File: config.mk
export PLATFORM = sky130hd
export DESIGN_NAME = cfg_lock_regs
export DESIGN_NICKNAME = d
export VERILOG_FILES = /design/src/rtl/cfg_lock_pkg.sv /design/src/rtl/cfg_lock_decode.sv /design/src/rtl/cfg_lock_key.sv /design/src/rtl/cfg_lock_slot.sv /design/src/rtl/cfg_lock_regs.sv
export SDC_FILE = /design/constraint.sdc
export NUM_CORES = 1
export LEC_CHECK = 0
export BUFFER_PORTS_ARGS = -buffer_cell sky130_fd_sc_hd__clkbuf_2
export CORE_ASPECT_RATIO = 1.4
export CORE_MARGIN = 3
export CORE_UTILIZATION = 35
export DETAILED_ROUTE_END_ITERATION = 7
export HOLD_SLACK_MARGIN = 0.08
export PLACE_DENSITY = 0.7
export SLEW_MARGIN = 40
export SYNTH_ARGS = -nofsm -noshare
export SYNTH_HDL_FRONTEND = slang
export SYNTH_HIERARCHICAL = 1
export SYNTH_SLANG_ARGS = --single-unit
File: constraint.sdc
create_clock -name clk -period 6.4 [get_ports clk]
set_clock_uncertainty 0.1 [all_clocks]
set_input_delay 1.92 -clock clk [delete_from_list [all_inputs] [get_ports clk]]
set_output_delay 1.92 -clock clk [all_outputs]
set_load 0.01 [all_outputs]
File: src/rtl/cfg_lock_pkg.sv
package cfg_lock_pkg;

    // Word slots inside the bank; index equals byte address bits 3:2.
    typedef enum logic [1:0] {
        SLOT_KEY = 2'd0,
        SLOT_GEN = 2'd1,
        SLOT_TIM = 2'd2,
        SLOT_OUT = 2'd3
    } slot_e;

    typedef struct packed {
        logic  mapped;
        slot_e slot;
    } dec_t;

    localparam int NUM_PROT  = 3;
    localparam int WORD_LSB  = 2;
    localparam int SLOT_BITS = 2;

    function automatic logic slot_is_protected(slot_e s);
        return s != SLOT_KEY;
    endfunction

    function automatic slot_e prot_slot(int idx);
        return slot_e'(idx + 1);
    endfunction

endpackage

File: src/rtl/cfg_lock_decode.sv
module cfg_lock_decode
    import cfg_lock_pkg::*;
#(
    parameter int ADDR_W = 8
) (
    input  logic [ADDR_W-1:0] addr,
    output dec_t              dec
);
    localparam int TOP_LSB = WORD_LSB + SLOT_BITS;

    always_comb begin
        dec.slot   = slot_e'(addr[TOP_LSB-1:WORD_LSB]);
        dec.mapped = (addr[WORD_LSB-1:0] == '0) && (addr[ADDR_W-1:TOP_LSB] == '0);
    end
endmodule

File: src/rtl/cfg_lock_key.sv
module cfg_lock_key #(
    parameter int          KEY_W   = 16,
    parameter logic [KEY_W-1:0] KEY_VAL = 16'h4758
) (
    input  logic             clk,
    input  logic             rst,
    input  logic             wr_en,
    input  logic [KEY_W-1:0] wdata,
    output logic [KEY_W-1:0] key_q,
    output logic             open_o
);
    always_ff @(posedge clk) begin
        if (rst)        key_q <= '0;
        else if (wr_en) key_q <= wdata;
    end

    assign open_o = (key_q == KEY_VAL);
endmodule

File: src/rtl/cfg_lock_slot.sv
module cfg_lock_slot #(
    parameter int              DATA_W  = 32,
    parameter logic [DATA_W-1:0] RST_VAL = '0
) (
    input  logic              clk,
    input  logic              rst,
    input  logic              wr_en,
    input  logic [DATA_W-1:0] wdata,
    output logic [DATA_W-1:0] q
);
    always_ff @(posedge clk) begin
        if (rst)        q <= RST_VAL;
        else if (wr_en) q <= wdata;
    end
endmodule

File: src/rtl/cfg_lock_regs.sv
module cfg_lock_regs
    import cfg_lock_pkg::*;
#(
    parameter int ADDR_W = 8,
    parameter int DATA_W = 32,
    parameter int KEY_W  = 16,
    parameter logic [KEY_W-1:0]           KEY_VAL  = 16'h4758,
    parameter logic [NUM_PROT*DATA_W-1:0] PROT_RST = '0
) (
    input  logic              clk,
    input  logic              rst,
    input  logic [ADDR_W-1:0] bus_addr,
    input  logic              bus_we,
    input  logic [DATA_W-1:0] bus_wdata,
    output logic [DATA_W-1:0] bus_rdata,
    output logic [DATA_W-1:0] gen_cfg,
    output logic [DATA_W-1:0] tim_cfg,
    output logic [DATA_W-1:0] out_cfg
);
    localparam int RSVD_W = DATA_W - KEY_W;

    dec_t              dec;
    logic [KEY_W-1:0]  key_code;
    logic              bank_open;
    logic              key_wr;
    logic [DATA_W-1:0] prot_q [NUM_PROT];

    cfg_lock_decode #(.ADDR_W(ADDR_W)) u_dec (
        .addr (bus_addr),
        .dec  (dec)
    );

    assign key_wr = bus_we && dec.mapped && (dec.slot == SLOT_KEY);

    cfg_lock_key #(.KEY_W(KEY_W), .KEY_VAL(KEY_VAL)) u_key (
        .clk    (clk),
        .rst    (rst),
        .wr_en  (key_wr),
        .wdata  (bus_wdata[KEY_W-1:0]),
        .key_q  (key_code),
        .open_o (bank_open)
    );

    for (genvar i = 0; i < NUM_PROT; i++) begin : g_prot
        logic wr_en;
        assign wr_en = bus_we && dec.mapped && bank_open
                    && slot_is_protected(dec.slot)
                    && (dec.slot == prot_slot(i));

        cfg_lock_slot #(
            .DATA_W  (DATA_W),
            .RST_VAL (PROT_RST[i*DATA_W +: DATA_W])
        ) u_slot (
            .clk   (clk),
            .rst   (rst),
            .wr_en (wr_en),
            .wdata (bus_wdata),
            .q     (prot_q[i])
        );
    end

    always_comb begin
        bus_rdata = '0;
        if (dec.mapped) begin
            case (dec.slot)
                SLOT_KEY: bus_rdata = {{RSVD_W{1'b0}}, key_code};
                SLOT_GEN: bus_rdata = prot_q[0];
                SLOT_TIM: bus_rdata = prot_q[1];
                SLOT_OUT: bus_rdata = prot_q[2];
                default:  bus_rdata = '0;
            endcase
        end
    end

    assign gen_cfg = prot_q[0];
    assign tim_cfg = prot_q[1];
    assign out_cfg = prot_q[2];
endmodule

# Yosys cells after proc, flatten, opt, wreduce, memory -nomap -nowiden

Index checks and enable logic that the tools add are counted.

Eq/ne operators: 4
Reduce and logical (&&, ||, !) cells: 12
Muxes and demuxes: 2

Operator list:

| cell                 | count |
|---|---|
| $pmux 32 s4          | 1 |
| $mux 32              | 1 |
| $eq 16x15->1 const B | 1 |
| $logic_and 1x1->1    | 8 |
| $eq 2x2->1 const B   | 2 |
| $logic_not 2->1      | 2 |
| $logic_not 4->1      | 1 |
| $eq 2x1->1 const B   | 1 |
| $reduce_bool 2->1    | 1 |

Output and inout port bits: 128
Flip-flop bits (word level): 112
Logic and storage cells: 22
Bits of input ports: 43

# Logic depth before layout (Yosys ltp)

Gate-level depths: netlist (run 1).

Word-level depth: 6
Gate-level depth with buffers: 10

# By module

Netlist (run 1), hierarchy kept.

Modules (own cells, without submodules):

| module          | area each (um^2) | sequential area each (um^2) | cells each | times used |
|---|---|---|---|---|
| cfg_lock_slot   | 1,163.6          | 640.6                       | 103        | 3 |
| cfg_lock_regs   | 958.4            | 0.0                         | 123        | 1 |
| cfg_lock_key    | 628.1            | 320.3                       | 57         | 1 |
| cfg_lock_decode | 32.5             | 0.0                         | 4          | 1 |

# Worst setup path after synthesis (run 1)

OpenSTA, ideal clock, no wires.

Path kind: input -> output
Start: input port bus_addr[7]
End: output port bus_rdata[21]
Data arrival time: 3.344 ns
Stages: 5
Slack: 1.036 ns
Required time: 4.380 ns
Path through: or4_1 nor3_2 inv_1 clkbuf_1 a211oi_1

RTL lines:

| what        | line                | source |
|---|---|---|
| from (decl) | cfg_lock_regs.sv:12 | `input logic [ADDR_W-1:0] bus_addr,` |
| to (decl)   | cfg_lock_regs.sv:15 | `output logic [DATA_W-1:0] bus_rdata,` |

==> metrics.cfg, run 1 <==
[drt]
via_count=4066
via_per_inst=4.905
drt_first_pass_iters=4
drtAntennaViolNets=0
drc=0
drt_iter0_markers=121
wire_per_inst_um=16.09
wirelength_um=13340

[critical_path]
timing.rr.end=g_prot[1].u_slot/q[6]
setup.worst_path.class=input port to output port
cp_data_required_time_ns=4.38
cp_slowest_cell=nand2_1
cp_cell_sequence=clkbuf_2, or4_1, nor3_2, nand2_1, o22ai_1, clkbuf_2
path_buf_inv=2
cp.arrival_ns=3.99
crit_top_cell=clkbuf_2
start_kind=input port
rrSetupSlack_ns=3.60
worstSetupEndpointType=output port
max_stage_delay_ns=0.59
crit_family=simple AND/OR/NAND/NOR gates
crit_fanout=16
r2r-start=u_key/key_q[9]
r2r_cells=7

[global_routing]
grt_pass1_vias=3796
gr-usage-all-layers=0.1629
grt_max_degree=65
antenna_found_initial=0
grt_pass1_wl_um=20710
overflow=0

[sta]
fmax_mhz=166.5
drv_slew=0
fin_crit_sh=0.9384
min_period_ns=6.005
finalHoldViolCount=0
rsz0062_at_grt=no
finalSetupViolCount=0
tns_ns=0
holdWs_ns=0.4193
tightest_slew_ns=0.7829
relSlewSlack=0.4768

[place]
dp_hpwl_um=9327
placedCellCount=813
port_buffers=170
placed_area_um2=5854
place_congestion=0.7271

[pwr]
pwr-share-clk=0.410
p_per_area_nw_per_um2=209.3
finalPower_mw=1.284
p_int_uw=992.7
switching_power_uw=291.1
leakage_nw=2.464
ir_worst_vdd_mv=0.1084
swShare=0.2267
combinationalPowerShare=0.047
sequentialPowerShare=0.542

[synth]
synth_top_cell_area_share=0.4388
syn_nets=536
ys_seq_area_frac=0.4388
ys_ff_latch=112
synth_area_um2=5110
synth-adder-area-share=0
yosys.area.top_type=dfxtp_1
synthXorXnorAreaFrac=0
synth-simple-area-share=0.1031
synthCells=493
yosys_warnings=6
synth_top_family_by_area=multiplexers
synthTopCellsByArea=dfxtp_1 (44%), mux2i_1 (31%), nor2_1 (8.4%)
synth_mux_area_frac=0.3134
synthDistinctLibCells=23
syn_avg_cell_area_um2=10.36
synth_compound_area_frac=0.05877

[cells_and_area]
drive_gt1_frac=0.3075
antenna_cells=0
final-instance-count-excl-fill=829
nets=682
syn_to_final_growth_pct=20.03
final_cell_area_um2=6133

[die]
start_util=0.3623
dieHeight_um=149.0
rows=51
ioPinCount=171
dieArea_um2=16110
core_um2=14100
fp.dieW_um=108.1

[clocking]
cts-root-buf=clkbuf_16
clockBufferDepth=2
cts_setup_buffers=0
worstSkewPairLatency_ns=0.34
cts_made_buffers=9
cts_tree=built
ctsHoldBuffers=0
cts_resized=0
htreeDepth=3
clkTransAtPathRegs_ns=0.07
clock_sinks=112

[job]
maxCapViolCount=0

[hold_path]
holdPathEnd=g_prot[1].u_slot/q[4]
worstHoldPathCells=2
hold_class=flop to flop
min_from=g_prot[1].u_slot/q[4]

[run_status]
status=finished, final reports clean

## through the flow
| stage | utilization | setup slack, ns |
|---|---|---|
| detailed placement | 0.4151 | 0.3792 |
| CTS | 0.4347 | 0.3525 |
| finish | 0.4349 | 0.3946 |
| global route | 0.4349 | 0.2599 |
| global placement | 0.4149 | 0.5023 |
| floorplan | - | 1.036 |
## synthesized netlist by cell type
| cell type | n |
|---|---|
| buf_6 | 9 |
| inv_1 | 2 |
| nor4bb_1 | 3 |
| nand2b_1 | 1 |
| nand2_1 | 3 |
| a211oi_1 | 16 |
| a21oi_1 | 16 |
| mux2i_1 | 160 |
| o22ai_1 | 16 |
| buf_4 | 6 |
| nor3_1 | 2 |
| or4_1 | 1 |
| nor2_1 | 114 |
| buf_8 | 1 |
| nor3_2 | 1 |
| buf_2 | 5 |
| dfxtp_1 | 112 |
| clkbuf_1 | 11 |
| and4_1 | 1 |
| buf_1 | 1 |
| nand4_1 | 1 |
| buf_12 | 10 |
| nor4b_1 | 1 |
## area by class of cell
type / instances / area [um2]
clock inverters: 4 / 30.03
inverters: 2 / 7.507
flip-flops and latches: 112 / 2242
clock buffers: 12 / 246.5
fillers: 1434 / 7969
repair buffers: 178 / 919.6
well taps: 185 / 231.5
multi-input cells: 336 / 2456
## power groups by stage
stage,Combinational [mW],Clock (mW),Sequential (mW)
finish,0.0607,0.527,0.696
global route,0.0656,0.574,0.696
CTS,0.0610,0.544,0.696
detailed placement,0.0609,0,0.713
global placement,0.0606,0,0.713
floorplan,0.0364,0,0.713
## logic make-up after synthesis
| logic type | count (synthesis) |
|---|---|
| buffers and inverters | 45 |
| and+or+nand+nor | 128 |
| muxes | 160 |
| DFF | 112 |
| AOI/OAI and AO/OA | 48 |
## how the worst max path moves through the flow
| stage | to | cells past startpoint | startpoint | slack [ns] |
|---|---|---|---|---|
| floorplan | bus_rdata[21] | 5 | bus_addr[7] | 1.04 |
| global placement | bus_rdata[0] | 6 | bus_addr[7] | 0.50 |
| CTS | bus_rdata[15] | 6 | bus_addr[7] | 0.35 |
| finish | bus_rdata[14] | 6 | bus_addr[7] | 0.39 |
| detailed placement | bus_rdata[15] | 6 | bus_addr[7] | 0.38 |
| global route | bus_rdata[0] | 6 | bus_addr[7] | 0.26 |
## routing by layer
layer	vias to the layer above	wire length [um]	share of wire	track usage
li1	2006	-	-	-
met1	1918	5885	0.44	0.2067
met2	135	6552	0.49	0.2846
met3	7	777	0.058	0.02902
met4	0	119	0.0089	0.04106
met5	-	0	0	0
## flip-flops by register name, summed over array words and instances, names as in the netlist
signal,flops
g_prot.u_slot/q,96
u_key/key_q,16
## cells in the final DEF (no fill, tap or decap), types with 2 or more instances in the layout
master / synthesis / routed
dfxtp_1: 112 / 112
clkbuf_1: 11 / 2
nor2_4: 0 / 2
nor3_2: 1 / 3
mux2i_1: 160 / 160
clkbuf_2: 0 / 168
a21oi_1: 16 / 16
clkbuf_16: 0 / 9
nor2_1: 114 / 112
o22ai_1: 16 / 16
a211oi_1: 16 / 16
nor4bb_1: 3 / 3
nand2_1: 3 / 3
buf_4: 6 / 9
clkinvlp_4: 0 / 4
inv_1: 2 / 2
## worst min-delay path, cell delays in order, from the launching register on
cell and delay, ns:
dfxtp_1 0.34, mux2i_1 0.07, nor2_1 0.07
(Power assumes the default switching activity.)
==> run 2: changes to the inputs <==
--- a/config.mk
+++ b/config.mk
@@ -5,13 +5,14 @@
 export SDC_FILE = /design/constraint.sdc
 export NUM_CORES = 1
 export LEC_CHECK = 0
+export ABC_AREA = 1
 export BUFFER_PORTS_ARGS = -buffer_cell sky130_fd_sc_hd__clkbuf_2
 export CORE_ASPECT_RATIO = 1.4
 export CORE_MARGIN = 3
 export CORE_UTILIZATION = 35
 export DETAILED_ROUTE_END_ITERATION = 7
 export HOLD_SLACK_MARGIN = 0.08
-export PLACE_DENSITY = 0.7
+export PLACE_DENSITY = 0.69
 export SLEW_MARGIN = 40
 export SYNTH_ARGS = -nofsm -noshare
 export SYNTH_HDL_FRONTEND = slang
==> metrics.cfg, run 2 <==
[run_status]
status=finished, final reports clean  ; unchanged

[global_routing]
grt_max_degree=49  ; was 65
grt_pass1_wl_um=28950  ; was 20710 um
overflow=0  ; unchanged
gr-usage-all-layers=0.1988  ; was 0.1629
grt_pass1_vias=5425  ; was 3796
antenna_found_initial=0  ; unchanged

[sta]
layout_setup_ws_ns=0.7657  ; was 0.3946 ns
tightest_slew_ns=0.7287  ; was 0.7829 ns
relSlewSlack=0.5142  ; was 0.4768
finalSetupViolCount=0  ; unchanged
rsz0062_at_grt=no  ; unchanged
drv_slew=0  ; unchanged
min_period_ns=5.634  ; was 6.005 ns
fmax_mhz=177.5  ; was 166.5 MHz
finalHoldViolCount=0  ; unchanged
tns_ns=0  ; unchanged
fin_crit_sh=0.8804  ; was 0.9384

[cells_and_area]
fill_cells=1776  ; was 1434
regMostFlops=g_prot.u_slot/q  ; unchanged
nets=1143  ; was 682
largest_reg_flops=96  ; unchanged
largestRegisters=g_prot.u_slot/q x96, u_key/key_q x16  ; unchanged
final_util=0.4278  ; was 0.4349
antenna_cells=0  ; unchanged
final-instance-count-excl-fill=1304  ; was 829
syn_to_final_growth_pct=17.53  ; was 20.03%
drive_gt1_frac=0.2063  ; was 0.3075
layout_common_cells=nand2_1 (264), nor2_1 (232), clkbuf_2 (170)  ; was clkbuf_2 (168), mux2i_1 (160), nor2_1 (112), dfxtp_1 (112)
mostFrequentLayoutCell=nand2_1  ; was clkbuf_2

[hold_path]
min_from=u_key/key_q[3]  ; was g_prot[1].u_slot/q[4]
hold_class=flop to flop  ; unchanged
worstHoldPathCells=2  ; unchanged
holdPathEnd=u_key/key_q[3]  ; was g_prot[1].u_slot/q[4]

[pwr]
pwr-share-clk=0.435  ; was 0.410
ir_worst_vdd_mv=0.1040  ; was 0.1084 mV
p_int_mw=1.071  ; was 992.7 uW
swShare=0.2425  ; was 0.2267
leakage_nw=3.641  ; was 2.464 nW
sequentialPowerShare=0.492  ; was 0.542
combinationalPowerShare=0.072  ; was 0.047
switching_power_uw=342.8  ; was 291.1 uW
p_per_area_nw_per_um2=200.9  ; was 209.3 nW/um2

[clocking]
worstSkewPairLatency_ns=0.36  ; was 0.34 ns
cts_setup_buffers=0  ; unchanged
cts_tree=built  ; unchanged
clockBufferDepth=2  ; unchanged
cts-root-buf=clkbuf_16  ; unchanged
cts_resized=0  ; unchanged
htreeDepth=3  ; unchanged
clkTransAtPathRegs_ns=0.08  ; was 0.07 ns
clock_sinks=112  ; unchanged
cts_made_buffers=9  ; unchanged
ctsHoldBuffers=0  ; unchanged

[critical_path]
crit_family=buffers and inverters  ; was simple AND/OR/NAND/NOR gates
r2r-start=u_key/key_q[9]  ; unchanged
cp_data_required_time_ns=4.38  ; about the same
cp_slowest_cell=o21ai_0  ; was nand2_1
worstSetupEndpointType=output port  ; unchanged
rrSetupSlack_ns=4.06  ; was 3.60 ns
r2r_cells=10  ; was 7
crit_fanout=23  ; was 16
cp.arrival_ns=3.61  ; was 3.99 ns
cp_cell_sequence=clkbuf_2, inv_2, nand2_2, o21ai_0, nor2_1, clkbuf_2  ; was clkbuf_2, or4_1, nor3_2, nand2_1, o22ai_1, clkbuf_2
timing.rr.end=g_prot[2].u_slot/q[18]  ; was g_prot[1].u_slot/q[6]
setup.worst_path.class=input port to output port  ; unchanged
path_buf_inv=3  ; was 2
max_stage_delay_ns=0.42  ; was 0.59 ns
start_kind=input port  ; unchanged
crit_top_cell=clkbuf_2  ; unchanged

[drt]
drt_iter0_markers=390  ; was 121
wire_per_inst_um=14.37  ; was 16.09 um
via_count=6118  ; was 4066
via_per_inst=4.692  ; was 4.905
drc=0  ; unchanged
wirelength_um=18740  ; was 13340 um
drtAntennaViolNets=0  ; unchanged
drt_first_pass_iters=7  ; was 4

[synth]
synth_top_cell_area_share=0.3745  ; was 0.4388
ys_ff_latch=112  ; unchanged
synthFlopType=dfxtp_1  ; unchanged
synth_edf_count=0  ; unchanged
async_flop_share=0  ; unchanged
synthDistinctLibCells=20  ; was 23
syn_avg_cell_area_um2=6.185  ; was 10.36 um2
ys_seq_area_frac=0.3745  ; was 0.4388
synthCells=968  ; was 493
ys_top_cells_by_count=nand2_1 (264), nor2_1 (233), inv_1 (134)  ; was mux2i_1 (160), nor2_1 (114), dfxtp_1 (112)
synth_most_common_cell=nand2_1  ; was mux2i_1
synth_area_um2=5987  ; was 5110 um2
syn_nets=1011  ; was 536
yosys_warnings=6  ; unchanged
yosys.area.top_type=dfxtp_1  ; unchanged
synthTopCellsByArea=dfxtp_1 (37%), nand2_1 (17%), nor2_1 (15%)  ; was dfxtp_1 (44%), mux2i_1 (31%), nor2_1 (8.4%)

[die]
start_util=0.3640  ; was 0.3623
fp.dieW_um=116.5  ; was 108.1 um
core_um2=16450  ; was 14100 um2
dieHeight_um=160.8  ; was 149.0 um
ioPinCount=171  ; unchanged
rows=55  ; was 51
dieArea_um2=18730  ; was 16110 um2

[place]
port_buffers=170  ; unchanged
place_congestion=0.9220  ; was 0.7271
placedCellCount=1288  ; was 813
dpl_worst_slack_ns=0.8107  ; was 0.3792 ns
dp_hpwl_um=13140  ; was 9327 um

[job]
maxCapViolCount=0  ; unchanged

-- run 2: cell count changes in the layout (fill, tap and decap cells not counted), sizes merged, moves of 103 or more --
cell and delta:
nand2 +272, mux2i -160, nor2 +119, nand3 +103, inv +136
-- run 2: cells by family (layout without fill, tap and decap cells) --
| logic type | after synthesis | in the layout | synth area share |
|---|---|---|---|
| AO/OA/AOI/OAI | 42 | 42 | 0.04138 |
| buffers and inverters | 199 | 336 | 0.1714 |
| flip-flops | 112 | 112 | 0.3745 |
| AND/OR/NAND/NOR | 615 | 615 | 0.4127 |
-- run 2: worst register-to-register path, cell delays in order, from the launching register on --
cell and delay (ns):
dfxtp_1 0.38, nand2_1 0.07, nor2_1 0.12, nand2_1 0.07
nor2_1 0.10, nand3_1 0.20, nor3_4 0.57, buf_4 0.42
nand2_1 0.11, nand2_1 0.06, nor2_1 0.05
-- run 2: power by group through the flow --
| stage | sequential (mW) | clock (mW) | combinational, mW |
|---|---|---|---|
| 4_1_cts | 0.696 | 0.631 | 0.102 |
| 3_5_place_dp | 0.713 | 0 | 0.101 |
| 5_1_grt | 0.696 | 0.660 | 0.114 |
| 6_report | 0.696 | 0.616 | 0.102 |
| 2_1_floorplan | 0.713 | 0 | 0.0661 |
| 3_3_place_gp | 0.713 | 0 | 0.100 |
-- run 2: stage by stage --
step,power (mW),instance area [um2],hold WS [ns]
2_1_floorplan,0.7788,5987,0.3487
3_3_place_gp,0.8127,6710,0.3616
3_5_place_dp,0.8142,6716,0.3657
4_1_cts,1.429,7037,0.3782
5_1_grt,1.471,7037,0.4061
6_report,1.414,7037,0.3772
-- run 2: layout make-up --
class | count | area (um2) | area share
Inverter | 137 | 521.8 | 0.07415
Timing Repair Buffer | 183 | 960.9 | 0.1366
Sequential cell | 112 | 2242 | 0.3186
Clock inverter | 6 | 91.34 | 0.01298
Clock buffer | 10 | 229.0 | 0.03254
Tap cell | 199 | 249.0 | 0.03538
Multi-Input combinational cell | 657 | 2743 | 0.3898
-- run 2: per-layer routing --
| metal | vias to the layer above | GRT usage | wire (um) |
|---|---|---|---|
| li1 | 3141 | - | - |
| met1 | 2727 | 0.2477 | 7921 |
| met2 | 219 | 0.3286 | 8936 |
| met3 | 31 | 0.03053 | 1149 |
| met4 | 0 | 0.09859 | 731 |
| met5 | - | 0 | 0 |
-- run 2: worst max-delay path by stage --
stage                     cells past startpoint  slack, ns   startpoint             to
after floorplan                               5       1.42  bus_addr[1]  bus_rdata[13]
after global placement                        8       0.87  bus_addr[3]  bus_rdata[13]
after detailed placement                      6       0.81  bus_addr[3]  bus_rdata[15]
after CTS                                     6       0.81  bus_addr[3]  bus_rdata[15]
after global routing                          6       0.62  bus_addr[3]  bus_rdata[13]
final                                         6       0.77  bus_addr[3]  bus_rdata[15]
==> run 3: changes to the inputs <==
==> constraint.sdc (replaced) <==
create_clock -name clk -period 5.8 [get_ports clk]
set_clock_uncertainty 0.1 [all_clocks]
set_input_delay 1.74 -clock clk [delete_from_list [all_inputs] [get_ports clk]]
set_output_delay 1.74 -clock clk [all_outputs]
set_load 0.01 [all_outputs]
==> metrics.cfg, run 3 (synthesized netlist as in run 2, its figures left out) <==
[sta]
drv_slew=0  ; unchanged
tns_ns=0  ; unchanged
relSlewSlack=0.5232  ; was 0.5142
finalSetupViolCount=0  ; unchanged
fmax_mhz=196.9
tightest_slew_ns=0.7152  ; was 0.7287 ns
rsz0062_at_grt=no  ; unchanged
finalHoldViolCount=0  ; unchanged
min_period_ns=5.078
fin_crit_sh=0.8756

[pwr]
pwr-share-clk=0.409  ; was 0.435
swShare=0.2477  ; was 0.2425
sequentialPowerShare=0.517  ; was 0.492
p_int_mw=1.118  ; was 1.071 mW
switching_power_uw=368.1  ; was 342.8 uW
p_per_area_nw_per_um2=212.2  ; was 200.9 nW/um2
ir_worst_vdd_mv=0.1321  ; was 0.1040 mV
leakage_nw=3.630  ; was 3.641 nW
combinationalPowerShare=0.074  ; was 0.072
finalPower_mw=1.486  ; was 1.414 mW

[place]
dp_hpwl_um=12990  ; was 13140 um
placed_area_um2=6713  ; was 6716 um2
placedCellCount=1290  ; was 1288
port_buffers=170  ; unchanged
place_congestion=0.9431  ; was 0.9220

[critical_path]
crit_fanout=37  ; was 23
max_stage_delay_ns=0.46  ; was 0.42 ns
worstSetupEndpointType=output port  ; unchanged
cp_cell_sequence=clkbuf_2, buf_4, nand3_1, nand2_1, nor2_1, nor2_1, clkbuf_2  ; was clkbuf_2, inv_2, nand2_2, o21ai_0, nor2_1, clkbuf_2
path_buf_inv=3  ; unchanged
cp.arrival_ns=3.24  ; was 3.61 ns
cp_data_required_time_ns=3.96  ; was 4.38 ns
crit_family=buffers and inverters  ; unchanged
start_kind=input port  ; unchanged
cp_slowest_cell=buf_4  ; was o21ai_0
setup.worst_path.class=input port to output port  ; unchanged

[cells_and_area]
drive_gt1_frac=0.2069  ; was 0.2063
layout_common_cells=nand2_1 (264), nor2_1 (232), clkbuf_2 (170)  ; unchanged
final_util=0.4259  ; was 0.4278
largestRegisters=g_prot.u_slot/q x96, u_key/key_q x16  ; unchanged
final-instance-count-excl-fill=1306  ; was 1304
antenna_cells=0  ; unchanged
mostFrequentLayoutCell=nand2_1  ; unchanged
nets=1145  ; was 1143
final_cell_area_um2=7004  ; was 7037 um2
largest_reg_flops=96  ; unchanged
syn_to_final_growth_pct=16.99  ; was 17.53%
regMostFlops=g_prot.u_slot/q  ; unchanged

[drt]
wire_per_inst_um=14.02  ; was 14.37 um
drt_iter0_markers=360  ; was 390
drt_first_pass_iters=5  ; was 7
wirelength_um=18300  ; was 18740 um
drc=0  ; unchanged
drtAntennaViolNets=0  ; unchanged
via_per_inst=4.590  ; was 4.692
via_count=5995  ; was 6118

[global_routing]
grt_pass1_wl_um=28680  ; was 28950 um
grt_pass1_vias=5427  ; was 5425
grt_max_degree=66  ; was 49
gr-usage-all-layers=0.1958  ; was 0.1988
overflow=0  ; unchanged
antenna_found_initial=0  ; unchanged

[clocking]
htreeDepth=3  ; unchanged
clockBufferDepth=2  ; unchanged
cts_made_buffers=9  ; unchanged
worstSkewPairLatency_ns=0.35  ; was 0.36 ns
cts_tree=built  ; unchanged
cts_resized=0  ; unchanged
clkTransAtPathRegs_ns=0.08  ; about the same
clock_sinks=112  ; unchanged
cts-root-buf=clkbuf_16  ; unchanged
ctsHoldBuffers=0  ; unchanged
cts_setup_buffers=0  ; unchanged

[die]
dieArea_um2=18730  ; unchanged
dieHeight_um=160.8  ; unchanged
start_util=0.3640  ; unchanged
core_um2=16450  ; unchanged
ioPinCount=171  ; unchanged
rows=55  ; unchanged
fp.dieW_um=116.5  ; unchanged

[job]
maxCapViolCount=0  ; unchanged

[hold_path]
hold_class=flop to flop  ; unchanged

[run_status]
status=finished, final reports clean  ; unchanged

## run 3: cell types whose count changed in the layout (fill, tap and decap cells not counted), sizes merged
| cell | before | now |
|---|---|---|
| buf | 13 | 15 |
| bufinv | 2 | 0 |
| clkbuf | 180 | 181 |
| clkinvlp | 0 | 1 |
## run 3: per-layer routing
| metal | vias up | wire length, um | global-route usage |
|---|---|---|---|
| li1 | 3141 | - | - |
| met2 | 199 | 9037 | 0.3445 |
| met5 | - | 0 | 0 |
| met4 | 0 | 693 | 0.09546 |
| met3 | 34 | 1181 | 0.03656 |
| met1 | 2621 | 7392 | 0.2223 |
## run 3: power groups by stage
| stage | Clock, mW | Combinational (mW) | Sequential, mW |
|---|---|---|---|
| after global placement | 0 | 0.110 | 0.787 |
| after global routing | 0.659 | 0.124 | 0.768 |
| after detailed placement | 0 | 0.111 | 0.786 |
| after CTS | 0.629 | 0.111 | 0.768 |
| after floorplan | 0 | 0.0729 | 0.786 |
| final | 0.608 | 0.110 | 0.768 |
## run 3: cell type report
class | count | area, um2
clock buffer | 11 | 252.7
inverter | 137 | 521.8
tap | 199 | 249.0
fill | 1807 | 9443
clock inverter | 5 | 38.79
multi-input combinational | 657 | 2736
timing repair buffer | 185 | 963.4
sequential | 112 | 2242
## run 3: worst reg2reg max path, stage by stage (launching register included)
cell and delay, ns:
dfxtp_1 0.39, nand2_1 0.07, nor2_1 0.12, nand2_1 0.07
nor2_1 0.10, nand3_1 0.16, nor3_2 0.15, buf_4 0.56
nand2_1 0.15, nand2_1 0.08, nor2_1 0.04
## run 3: worst paths after layout
kind | slack [ns] | startpoint | cells after the start | endpoint
setup / recovery | 0.72 | bus_addr[2] | 7 | bus_rdata[13]
setup reg to reg | 3.71 | u_key/key_q[9] | 10 | g_prot[2].u_slot/q[26]
hold / removal | 0.38 | u_key/key_q[14] | 2 | u_key/key_q[14]
hold reg to reg | 0.38 | u_key/key_q[14] | 2 | u_key/key_q[14]
## run 3: through the flow
stage / hold WS [ns] / worst slack (ns)
after floorplan: 0.3487 / 1.181
after CTS: 0.3793 / 0.7199
after global routing: 0.4091 / 0.6114
after global placement: 0.3618 / 0.7292
final: 0.3796 / 0.7217
after detailed placement: 0.3673 / 0.7188
